File: src/rtl/gpx_pkg.sv
package gpx_pkg;
  localparam int NPORTS = 2;
  localparam int ADDR_W = 8;

  typedef enum logic [3:0] {
    RK_NONE, RK_IN, RK_OUT, RK_POL, RK_CFG, RK_LAT,
    RK_PEN, RK_PSEL, RK_MSK, RK_STS, RK_OMODE
  } reg_kind_e;

  typedef struct packed {
    reg_kind_e kind;
    logic      port;
  } reg_sel_t;

  // Map an address onto a register kind and port index.
  function automatic reg_sel_t decode(input logic [ADDR_W-1:0] a);
    reg_sel_t r;
    r.kind = RK_NONE;
    r.port = a[0];
    case (a[ADDR_W-1:1])
      7'h00: r.kind = RK_IN;
      7'h01: r.kind = RK_OUT;
      7'h02: r.kind = RK_POL;
      7'h03: r.kind = RK_CFG;
      7'h22: r.kind = RK_LAT;
      7'h23: r.kind = RK_PEN;
      7'h24: r.kind = RK_PSEL;
      7'h25: r.kind = RK_MSK;
      7'h26: r.kind = RK_STS;
      7'h27: r.kind = a[0] ? RK_OMODE : RK_NONE;
      default: r.kind = RK_NONE;
    endcase
    return r;
  endfunction
endpackage

File: src/rtl/gpx_sync.sv
module gpx_sync #(
  parameter int WIDTH  = 16,
  parameter int STAGES = 2
) (
  input  logic             clk,
  input  logic [WIDTH-1:0] d,
  output logic [WIDTH-1:0] q
);
  logic [WIDTH-1:0] st [STAGES];

  always_ff @(posedge clk) st[0] <= d;

  for (genvar g = 1; g < STAGES; g++) begin : g_stage
    always_ff @(posedge clk) st[g] <= st[g-1];
  end

  assign q = st[STAGES-1];
endmodule

File: src/rtl/gpx_port.sv
module gpx_port
  import gpx_pkg::*;
#(
  parameter int W = 8
) (
  input  logic      clk,
  input  logic      rst,
  input  logic      wr_stb,
  input  reg_kind_e wr_kind,
  input  logic [W-1:0] wdata,
  input  logic      rd_in_stb,
  input  logic      od,
  input  logic [W-1:0] pin_s,
  output logic [W-1:0] cfg_q,
  output logic [W-1:0] out_q,
  output logic [W-1:0] pol_q,
  output logic [W-1:0] lat_q,
  output logic [W-1:0] pen_q,
  output logic [W-1:0] psel_q,
  output logic [W-1:0] msk_q,
  output logic [W-1:0] in_val,
  output logic [W-1:0] status,
  output logic [W-1:0] pin_oe,
  output logic [W-1:0] pin_out
);
  logic [W-1:0] ref_q, hit_q, hv_q;
  logic [W-1:0] diff, set_v, pend;

  // Host-writable registers
  always_ff @(posedge clk) begin
    if (rst) begin
      cfg_q  <= '1;
      out_q  <= '1;
      pol_q  <= '0;
      lat_q  <= '0;
      pen_q  <= '0;
      psel_q <= '1;
      msk_q  <= '1;
    end else if (wr_stb) begin
      case (wr_kind)
        RK_OUT:  out_q  <= wdata;
        RK_POL:  pol_q  <= wdata;
        RK_CFG:  cfg_q  <= wdata;
        RK_LAT:  lat_q  <= wdata;
        RK_PEN:  pen_q  <= wdata;
        RK_PSEL: psel_q <= wdata;
        RK_MSK:  msk_q  <= wdata;
        default: ;
      endcase
    end
  end

  // Change detection against the reference captured at the last read
  assign diff   = pin_s ^ ref_q;
  assign set_v  = cfg_q & lat_q & diff & ~hit_q;
  assign pend   = cfg_q & (hit_q | diff);
  assign status = pend & ~msk_q;
  assign in_val = ((hv_q & hit_q) | (pin_s & ~hit_q)) ^ pol_q;

  always_ff @(posedge clk) begin
    if (rst || rd_in_stb) begin
      ref_q <= pin_s;
      hit_q <= '0;
      hv_q  <= '0;
    end else begin
      hit_q <= hit_q | set_v;
      hv_q  <= (hv_q & ~set_v) | (pin_s & set_v);
    end
  end

  // Registered pin drive
  always_ff @(posedge clk) begin
    if (rst) begin
      pin_oe  <= '0;
      pin_out <= '1;
    end else begin
      pin_out <= out_q;
      pin_oe  <= ~cfg_q & ~({W{od}} & out_q);
    end
  end

  assert_mask_reset_R7: assert property (@(posedge clk) disable iff (rst)
    $past(rst) |-> (msk_q == '1));

  assert_read_clears_hold_R9: assert property (@(posedge clk) disable iff (rst)
    rd_in_stb |=> (hit_q == '0));

  assert_input_no_drive_R4: assert property (@(posedge clk) disable iff (rst)
    !$past(rst) |-> ((pin_oe & $past(cfg_q)) == '0));

  assert_open_drain_R5: assert property (@(posedge clk) disable iff (rst)
    (!$past(rst) && $past(od)) |-> ((pin_oe & pin_out) == '0));

  assert_out_pin_silent_R12: assert property (@(posedge clk) disable iff (rst)
    !$past(rst) |-> (($past(status) & ~$past(cfg_q)) == '0));
endmodule

File: src/rtl/gpx_top.sv
module gpx_top
  import gpx_pkg::*;
#(
  parameter int PORT_W = 8,
  parameter int SYNC_STAGES = 2
) (
  input  logic                     clk,
  input  logic                     rst,
  input  logic [ADDR_W-1:0]        addr,
  input  logic [PORT_W-1:0]        wdata,
  input  logic                     wr_en,
  input  logic                     rd_en,
  output logic [PORT_W-1:0]        rdata,
  input  logic [NPORTS*PORT_W-1:0] pin_in,
  output logic [NPORTS*PORT_W-1:0] pin_oe,
  output logic [NPORTS*PORT_W-1:0] pin_out,
  output logic [NPORTS*PORT_W-1:0] pull_en,
  output logic [NPORTS*PORT_W-1:0] pull_up,
  output logic                     int_n
);
  localparam int TOT_W = NPORTS * PORT_W;

  reg_sel_t          sel;
  logic [TOT_W-1:0]  pin_s;
  logic [NPORTS-1:0] od_q;
  logic [PORT_W-1:0] rd_val;
  logic              sts_any;

  logic [PORT_W-1:0] cfg_a [NPORTS];
  logic [PORT_W-1:0] out_a [NPORTS];
  logic [PORT_W-1:0] pol_a [NPORTS];
  logic [PORT_W-1:0] lat_a [NPORTS];
  logic [PORT_W-1:0] pen_a [NPORTS];
  logic [PORT_W-1:0] psel_a[NPORTS];
  logic [PORT_W-1:0] msk_a [NPORTS];
  logic [PORT_W-1:0] in_a  [NPORTS];
  logic [PORT_W-1:0] sts_a [NPORTS];

  assign sel = decode(addr);

  gpx_sync #(.WIDTH(TOT_W), .STAGES(SYNC_STAGES)) u_sync (
    .clk (clk),
    .d   (pin_in),
    .q   (pin_s)
  );

  for (genvar p = 0; p < NPORTS; p++) begin : g_port
    gpx_port #(.W(PORT_W)) u_port (
      .clk       (clk),
      .rst       (rst),
      .wr_stb    (wr_en && (int'(sel.port) == p)),
      .wr_kind   (sel.kind),
      .wdata     (wdata),
      .rd_in_stb (rd_en && (sel.kind == RK_IN) && (int'(sel.port) == p)),
      .od        (od_q[p]),
      .pin_s     (pin_s[p*PORT_W +: PORT_W]),
      .cfg_q     (cfg_a[p]),
      .out_q     (out_a[p]),
      .pol_q     (pol_a[p]),
      .lat_q     (lat_a[p]),
      .pen_q     (pen_a[p]),
      .psel_q    (psel_a[p]),
      .msk_q     (msk_a[p]),
      .in_val    (in_a[p]),
      .status    (sts_a[p]),
      .pin_oe    (pin_oe[p*PORT_W +: PORT_W]),
      .pin_out   (pin_out[p*PORT_W +: PORT_W])
    );
    assign pull_en[p*PORT_W +: PORT_W] = pen_a[p];
    assign pull_up[p*PORT_W +: PORT_W] = psel_a[p];
  end

  // Output-mode register, one open-drain bit per port
  always_ff @(posedge clk) begin
    if (rst)                              od_q <= '0;
    else if (wr_en && sel.kind == RK_OMODE) od_q <= wdata[NPORTS-1:0];
  end

  always_comb begin
    rd_val = '0;
    case (sel.kind)
      RK_IN:    rd_val = in_a[sel.port];
      RK_OUT:   rd_val = out_a[sel.port];
      RK_POL:   rd_val = pol_a[sel.port];
      RK_CFG:   rd_val = cfg_a[sel.port];
      RK_LAT:   rd_val = lat_a[sel.port];
      RK_PEN:   rd_val = pen_a[sel.port];
      RK_PSEL:  rd_val = psel_a[sel.port];
      RK_MSK:   rd_val = msk_a[sel.port];
      RK_STS:   rd_val = sts_a[sel.port];
      RK_OMODE: rd_val[NPORTS-1:0] = od_q;
      default:  rd_val = '0;
    endcase
  end

  always_comb begin
    sts_any = 1'b0;
    for (int p = 0; p < NPORTS; p++) sts_any = sts_any | (|sts_a[p]);
  end

  always_ff @(posedge clk) begin
    if (rst) begin
      rdata <= '0;
      int_n <= 1'b1;
    end else begin
      if (rd_en) rdata <= rd_val;
      int_n <= ~sts_any;
    end
  end

  assert_int_idle_after_reset_R1: assert property (@(posedge clk) disable iff (rst)
    $past(rst) |-> int_n);

  assert_int_has_cause_R6: assert property (@(posedge clk) disable iff (rst)
    (!int_n && !$past(rst)) |-> $past(sts_any));

  assert_unmapped_zero_R2: assert property (@(posedge clk) disable iff (rst)
    (!$past(rst) && $past(rd_en) && $past(sel.kind == RK_NONE)) |-> (rdata == '0));
endmodule

File: config.mk
export PLATFORM = sky130hd
export DESIGN_NAME = gpx_top
export DESIGN_NICKNAME = d
export VERILOG_FILES = /design/src/rtl/gpx_pkg.sv /design/src/rtl/gpx_sync.sv /design/src/rtl/gpx_port.sv /design/src/rtl/gpx_top.sv
export SDC_FILE = /design/constraint.sdc
export NUM_CORES = 1
export LEC_CHECK = 0
export CORE_UTILIZATION = 56
export DETAILED_ROUTE_END_ITERATION = 8
export HOLD_SLACK_MARGIN = 0.15
export PLACE_DENSITY = 0.79
export SYNTH_ARGS = -nofsm -noshare
export SYNTH_HDL_FRONTEND = slang
export SYNTH_SLANG_ARGS = --single-unit
File: constraint.sdc
create_clock -name clk -period 3.6 [get_ports clk]
set_input_delay 0.72 -clock clk [delete_from_list [all_inputs] [get_ports clk]]
set_output_delay 0.72 -clock clk [all_outputs]
set_load 0.02 [all_outputs]
==> reports/metrics.json <==
{
  "worst_setup_path": {
    "cp_max_fo": 24,
    "critical-path-slowest-cell": "sky130_fd_sc_hd__or3_1",
    "critical-path-max-stage-delay_ps": 510,
    "startpoint_type": "input port",
    "crit_top_cell": "sky130_fd_sc_hd__or3_1",
    "arrival_ps": 2920,
    "r2r_slack_ps": 1520,
    "worst_ep_required_time_ps": 3820,
    "regToRegStartpoint": "g_port[0].u_port.ref_q[0]$_DFFE_PP_",
    "path_cells": "clkdlybuf4s50_1 > or3_1 > or3_1 > nor3_4 > nand2_2 > o21ai_4 > buf_12",
    "critPathCaptureType": "flop",
    "reg2reg_depth": 4,
    "timing.rr.end": "int_n$_SDFF_PP1_",
    "setup.worst_path.class": "input port to flop"
  },
  "pwr": {
    "power.density_nw_per_um2": 448,
    "pwr-share-clk_pct": 44.0,
    "seqPwrFrac_pct": 50.7,
    "power.internal_mw": 4.11,
    "design_power_total_mw": 5.30,
    "power.ir.vdd_worst_mv": 0.497,
    "comb_power_share_pct": 5.3,
    "p_leak_nw": 4.56,
    "net-switching-power_mw": 1.19,
    "p_sw_share_pct": 22.4
  },
  "die": {
    "design.portCount": 109,
    "die_area_sq_um": 17900,
    "core_area_sq_um": 16800,
    "die_width_um": 134,
    "die_h_um": 134,
    "initial_core_util_pct": 58.0,
    "placementRows": 47
  },
  "final_layout": {
    "area.growth.synth_to_final_pct": 22.0,
    "filler_cell_count": 1355,
    "multiInputGateArea_sq_um": 4520,
    "layoutNonFillerInstCount": 1389,
    "top_library_cells_by_usage_in_the_layout_fill_and_taps_aside": "219 x sky130_fd_sc_hd__dfxtp_1, 184 x sky130_fd_sc_hd__nand2_1, 127 x sky130_fd_sc_hd__mux2i_1",
    "fin_nets": 1190,
    "layout.cell_area.non_filler_sq_um": 11900,
    "antenna-diode-count": 0,
    "mostFrequentLayoutCell": "sky130_fd_sc_hd__dfxtp_1",
    "layout.area.seq_sq_um": 4860,
    "final_layout_size_suffix_gt1_share_pct": 8.55,
    "finish.utilization_pct": 70.7
  },
  "placed_design": {
    "dp_slack_ps": 412,
    "post-place-cells": 1349,
    "instance_area_at_placement_sq_um": 11100,
    "portBuffers": 108,
    "dpl.hpwl_um": 22900,
    "routabilityCongestion": 0.960
  },
  "timing": {
    "tightest_slew_ps": 1040,
    "maxClockFrequency_mhz": 371,
    "slew_headroom_pct": 30.4,
    "hold_violations": 0,
    "setup_viol": 0,
    "whs_ps": 327,
    "finalSetupTns_ps": 0,
    "fin_skew_ps": 13.6,
    "final-max-slew-violation-count": 0,
    "finalCritPeriodShare_pct": 74.9,
    "layout_min_cycle_time_ps": 2700,
    "setup_ws_ps": 902,
    "unrepaired_setup_endpoints_after_global_routing": "no"
  },
  "synthesis": {
    "synth.yosys.seq_area_share_pct": 50.1,
    "ys_async_sr_fraction_pct": 0,
    "synth_seq_cells": 235,
    "ys_types": 50,
    "post_synth_instance_area_sq_um": 9710,
    "post_synth_edffs": 16,
    "yosysWarnings": 0,
    "avg_synthesized_cell_area_sq_um": 9.36,
    "count_of_mapped_cells_out_of_synthesis": 1038,
    "mappedNetlistNets": 1074,
    "ys.flop_type": "sky130_fd_sc_hd__dfxtp_1"
  },
  "global_routing": {
    "grt_max_degree": 93,
    "grt_pass1_wl_um": 47100,
    "global_route_total_usage_across_every_layer_pct": 35.6,
    "initial_antenna_violation_count": 0,
    "first_global_vias": 7751,
    "grt.overflow.total": 0
  },
  "outcome": {
    "run_status": "finished clean"
  },
  "drt": {
    "viasPerCell": 6.03,
    "route.vias.total": 8376,
    "finalWirelength_um": 31900,
    "routed_wire_per_std_cell_um": 23.0,
    "drtAntennaViolNets": 0,
    "drtPass1Iterations": 5,
    "dr.first_iter.drc_count": 714,
    "drc": 0
  },
  "flow_run": {
    "drv_cap": 0
  },
  "cts": {
    "cts.hold.buffers_added": 0,
    "cts_sinks": 235,
    "clk_pin_slew_ps": 60,
    "clkLatencyLatePin_ps": 510,
    "cts_setup_buffers": 0,
    "cts_tree": "yes",
    "cts-resized-gates": 0,
    "clockRootBuffer": "sky130_fd_sc_hd__clkbuf_16",
    "ctsLongestPathBuffers": 3,
    "ctsHtreeMaxLevel": 1,
    "cts_buffers": 23
  },
  "hold_path": {
    "timing.hold.worst_endpoint": "u_sync.st[0][27]$_DFF_P_",
    "hold_path.startpoint": "u_sync.st[0][11]$_DFF_P_",
    "timing.hold.worst.class": "flop to flop",
    "whs_path_depth": 0
  }
}
==> flip-flops by register name, summed over array words and instances, names as in the netlist, named ones only <==
signal / cells
g_port.u_port.cfg_q: 16
g_port.u_port.hit_q: 16
g_port.u_port.lat_q: 16
g_port.u_port.msk_q: 16
g_port.u_port.out_q: 16
g_port.u_port.pen_q: 16
g_port.u_port.pin_oe: 16
g_port.u_port.pin_out: 16
g_port.u_port.pol_q: 16
g_port.u_port.psel_q: 16
g_port.u_port.ref_q: 16
int_n: 1
od_q: 2
rdata: 8
u_sync.st: 32
==> Yosys cell counts (8+ instances only) <==
library cell / instances / area, sq um
sky130_fd_sc_hd__clkbuf_1: 37 / 139
sky130_fd_sc_hd__a21oi_1: 52 / 260
sky130_fd_sc_hd__buf_2: 10 / 50.1
sky130_fd_sc_hd__a211oi_1: 20 / 150
sky130_fd_sc_hd__nand3_1: 32 / 160
sky130_fd_sc_hd__a22oi_1: 8 / 60.1
sky130_fd_sc_hd__o21ai_0: 52 / 260
sky130_fd_sc_hd__dfxtp_1: 219 / 4380
sky130_fd_sc_hd__mux2i_1: 127 / 1270
sky130_fd_sc_hd__or3_1: 9 / 56.3
sky130_fd_sc_hd__o31ai_1: 16 / 120
sky130_fd_sc_hd__edfxtp_1: 16 / 480
sky130_fd_sc_hd__nor2_1: 44 / 165
sky130_fd_sc_hd__nand2_1: 184 / 691
sky130_fd_sc_hd__nand2b_1: 9 / 56.3
sky130_fd_sc_hd__o22ai_1: 21 / 131
sky130_fd_sc_hd__or2_2: 16 / 100
sky130_fd_sc_hd__o211ai_1: 10 / 75.1
sky130_fd_sc_hd__nor2b_1: 13 / 81.3
sky130_fd_sc_hd__a31oi_1: 17 / 106
sky130_fd_sc_hd__nor3_1: 25 / 125
sky130_fd_sc_hd__xor2_1: 26 / 228
sky130_fd_sc_hd__inv_1: 24 / 90.1
==> logic make-up (layout without fill, tap and decap cells) <==
group           Yosys count  after routing  synth area share (%)
mux                     129            129                  13.6
compound gates          212            212                  13.6
xor+xnor                 32             32                  2.89
buf+inv                  78            209                  3.34
flops                   235            235                  50.1
simple gates            352            352                  16.5
==> power by group through the flow <==
stage          logic, mW  registers (mW)  clock network [mW]
2_1_floorplan      0.153            2.74                   0
3_3_place_gp       0.275            2.74                   0
3_5_place_dp       0.276            2.75                   0
4_1_cts            0.277            2.69                2.34
5_1_grt            0.296            2.69                2.46
6_report           0.283            2.69                2.33
==> final cells by class <==
type                            instances  share of cell area (%)
Clock inverter                          5                   0.443
Inverter                               25                   0.792
Tap cell                              220                    2.32
Clock buffer                           35                    5.66
Sequential cell                       235                    41.1
Timing Repair Buffer                  144                    11.6
Multi-Input combinational cell        725                    38.2
==> worst max-delay path by stage <==
stage / startpoint / end / slack, ps / cells after the start
2_1_floorplan: addr[5] / g_port[0].u_port.ref_q[0]$_DFFE_PP_ / 840 / 8
3_3_place_gp: addr[5] / g_port[0].u_port.ref_q[6]$_DFFE_PP_ / 440 / 7
3_5_place_dp: addr[5] / g_port[0].u_port.ref_q[5]$_DFFE_PP_ / 410 / 7
4_1_cts: addr[5] / g_port[0].u_port.ref_q[5]$_DFFE_PP_ / 940 / 7
5_1_grt: addr[5] / g_port[1].u_port.out_q[0]$_SDFFE_PP1P_ / 770 / 7
6_report: addr[5] / g_port[0].u_port.ref_q[5]$_DFFE_PP_ / 900 / 7
==> worst max-delay path, delay by kind of cell <==
family | cells | cell delay (ps)
AO/OA/AOI/OAI | 1 | 200
buffers and inverters | 2 | 660
AND/OR/NAND/NOR | 4 | 1320
==> layer usage <==
| layer | global-route usage [%] | share of wire (%) | vias to the layer above | routed length (um) |
|---|---|---|---|---|
| li1 | - | - | 3884 | - |
| met1 | 47.4 | 41 | 3980 | 12900 |
| met2 | 57.8 | 46 | 425 | 14800 |
| met3 | 5.18 | 8.6 | 87 | 2730 |
| met4 | 14.8 | 4.5 | 0 | 1440 |
| met5 | 0 | 0 | - | 0 |
(Power assumes the default switching activity.)
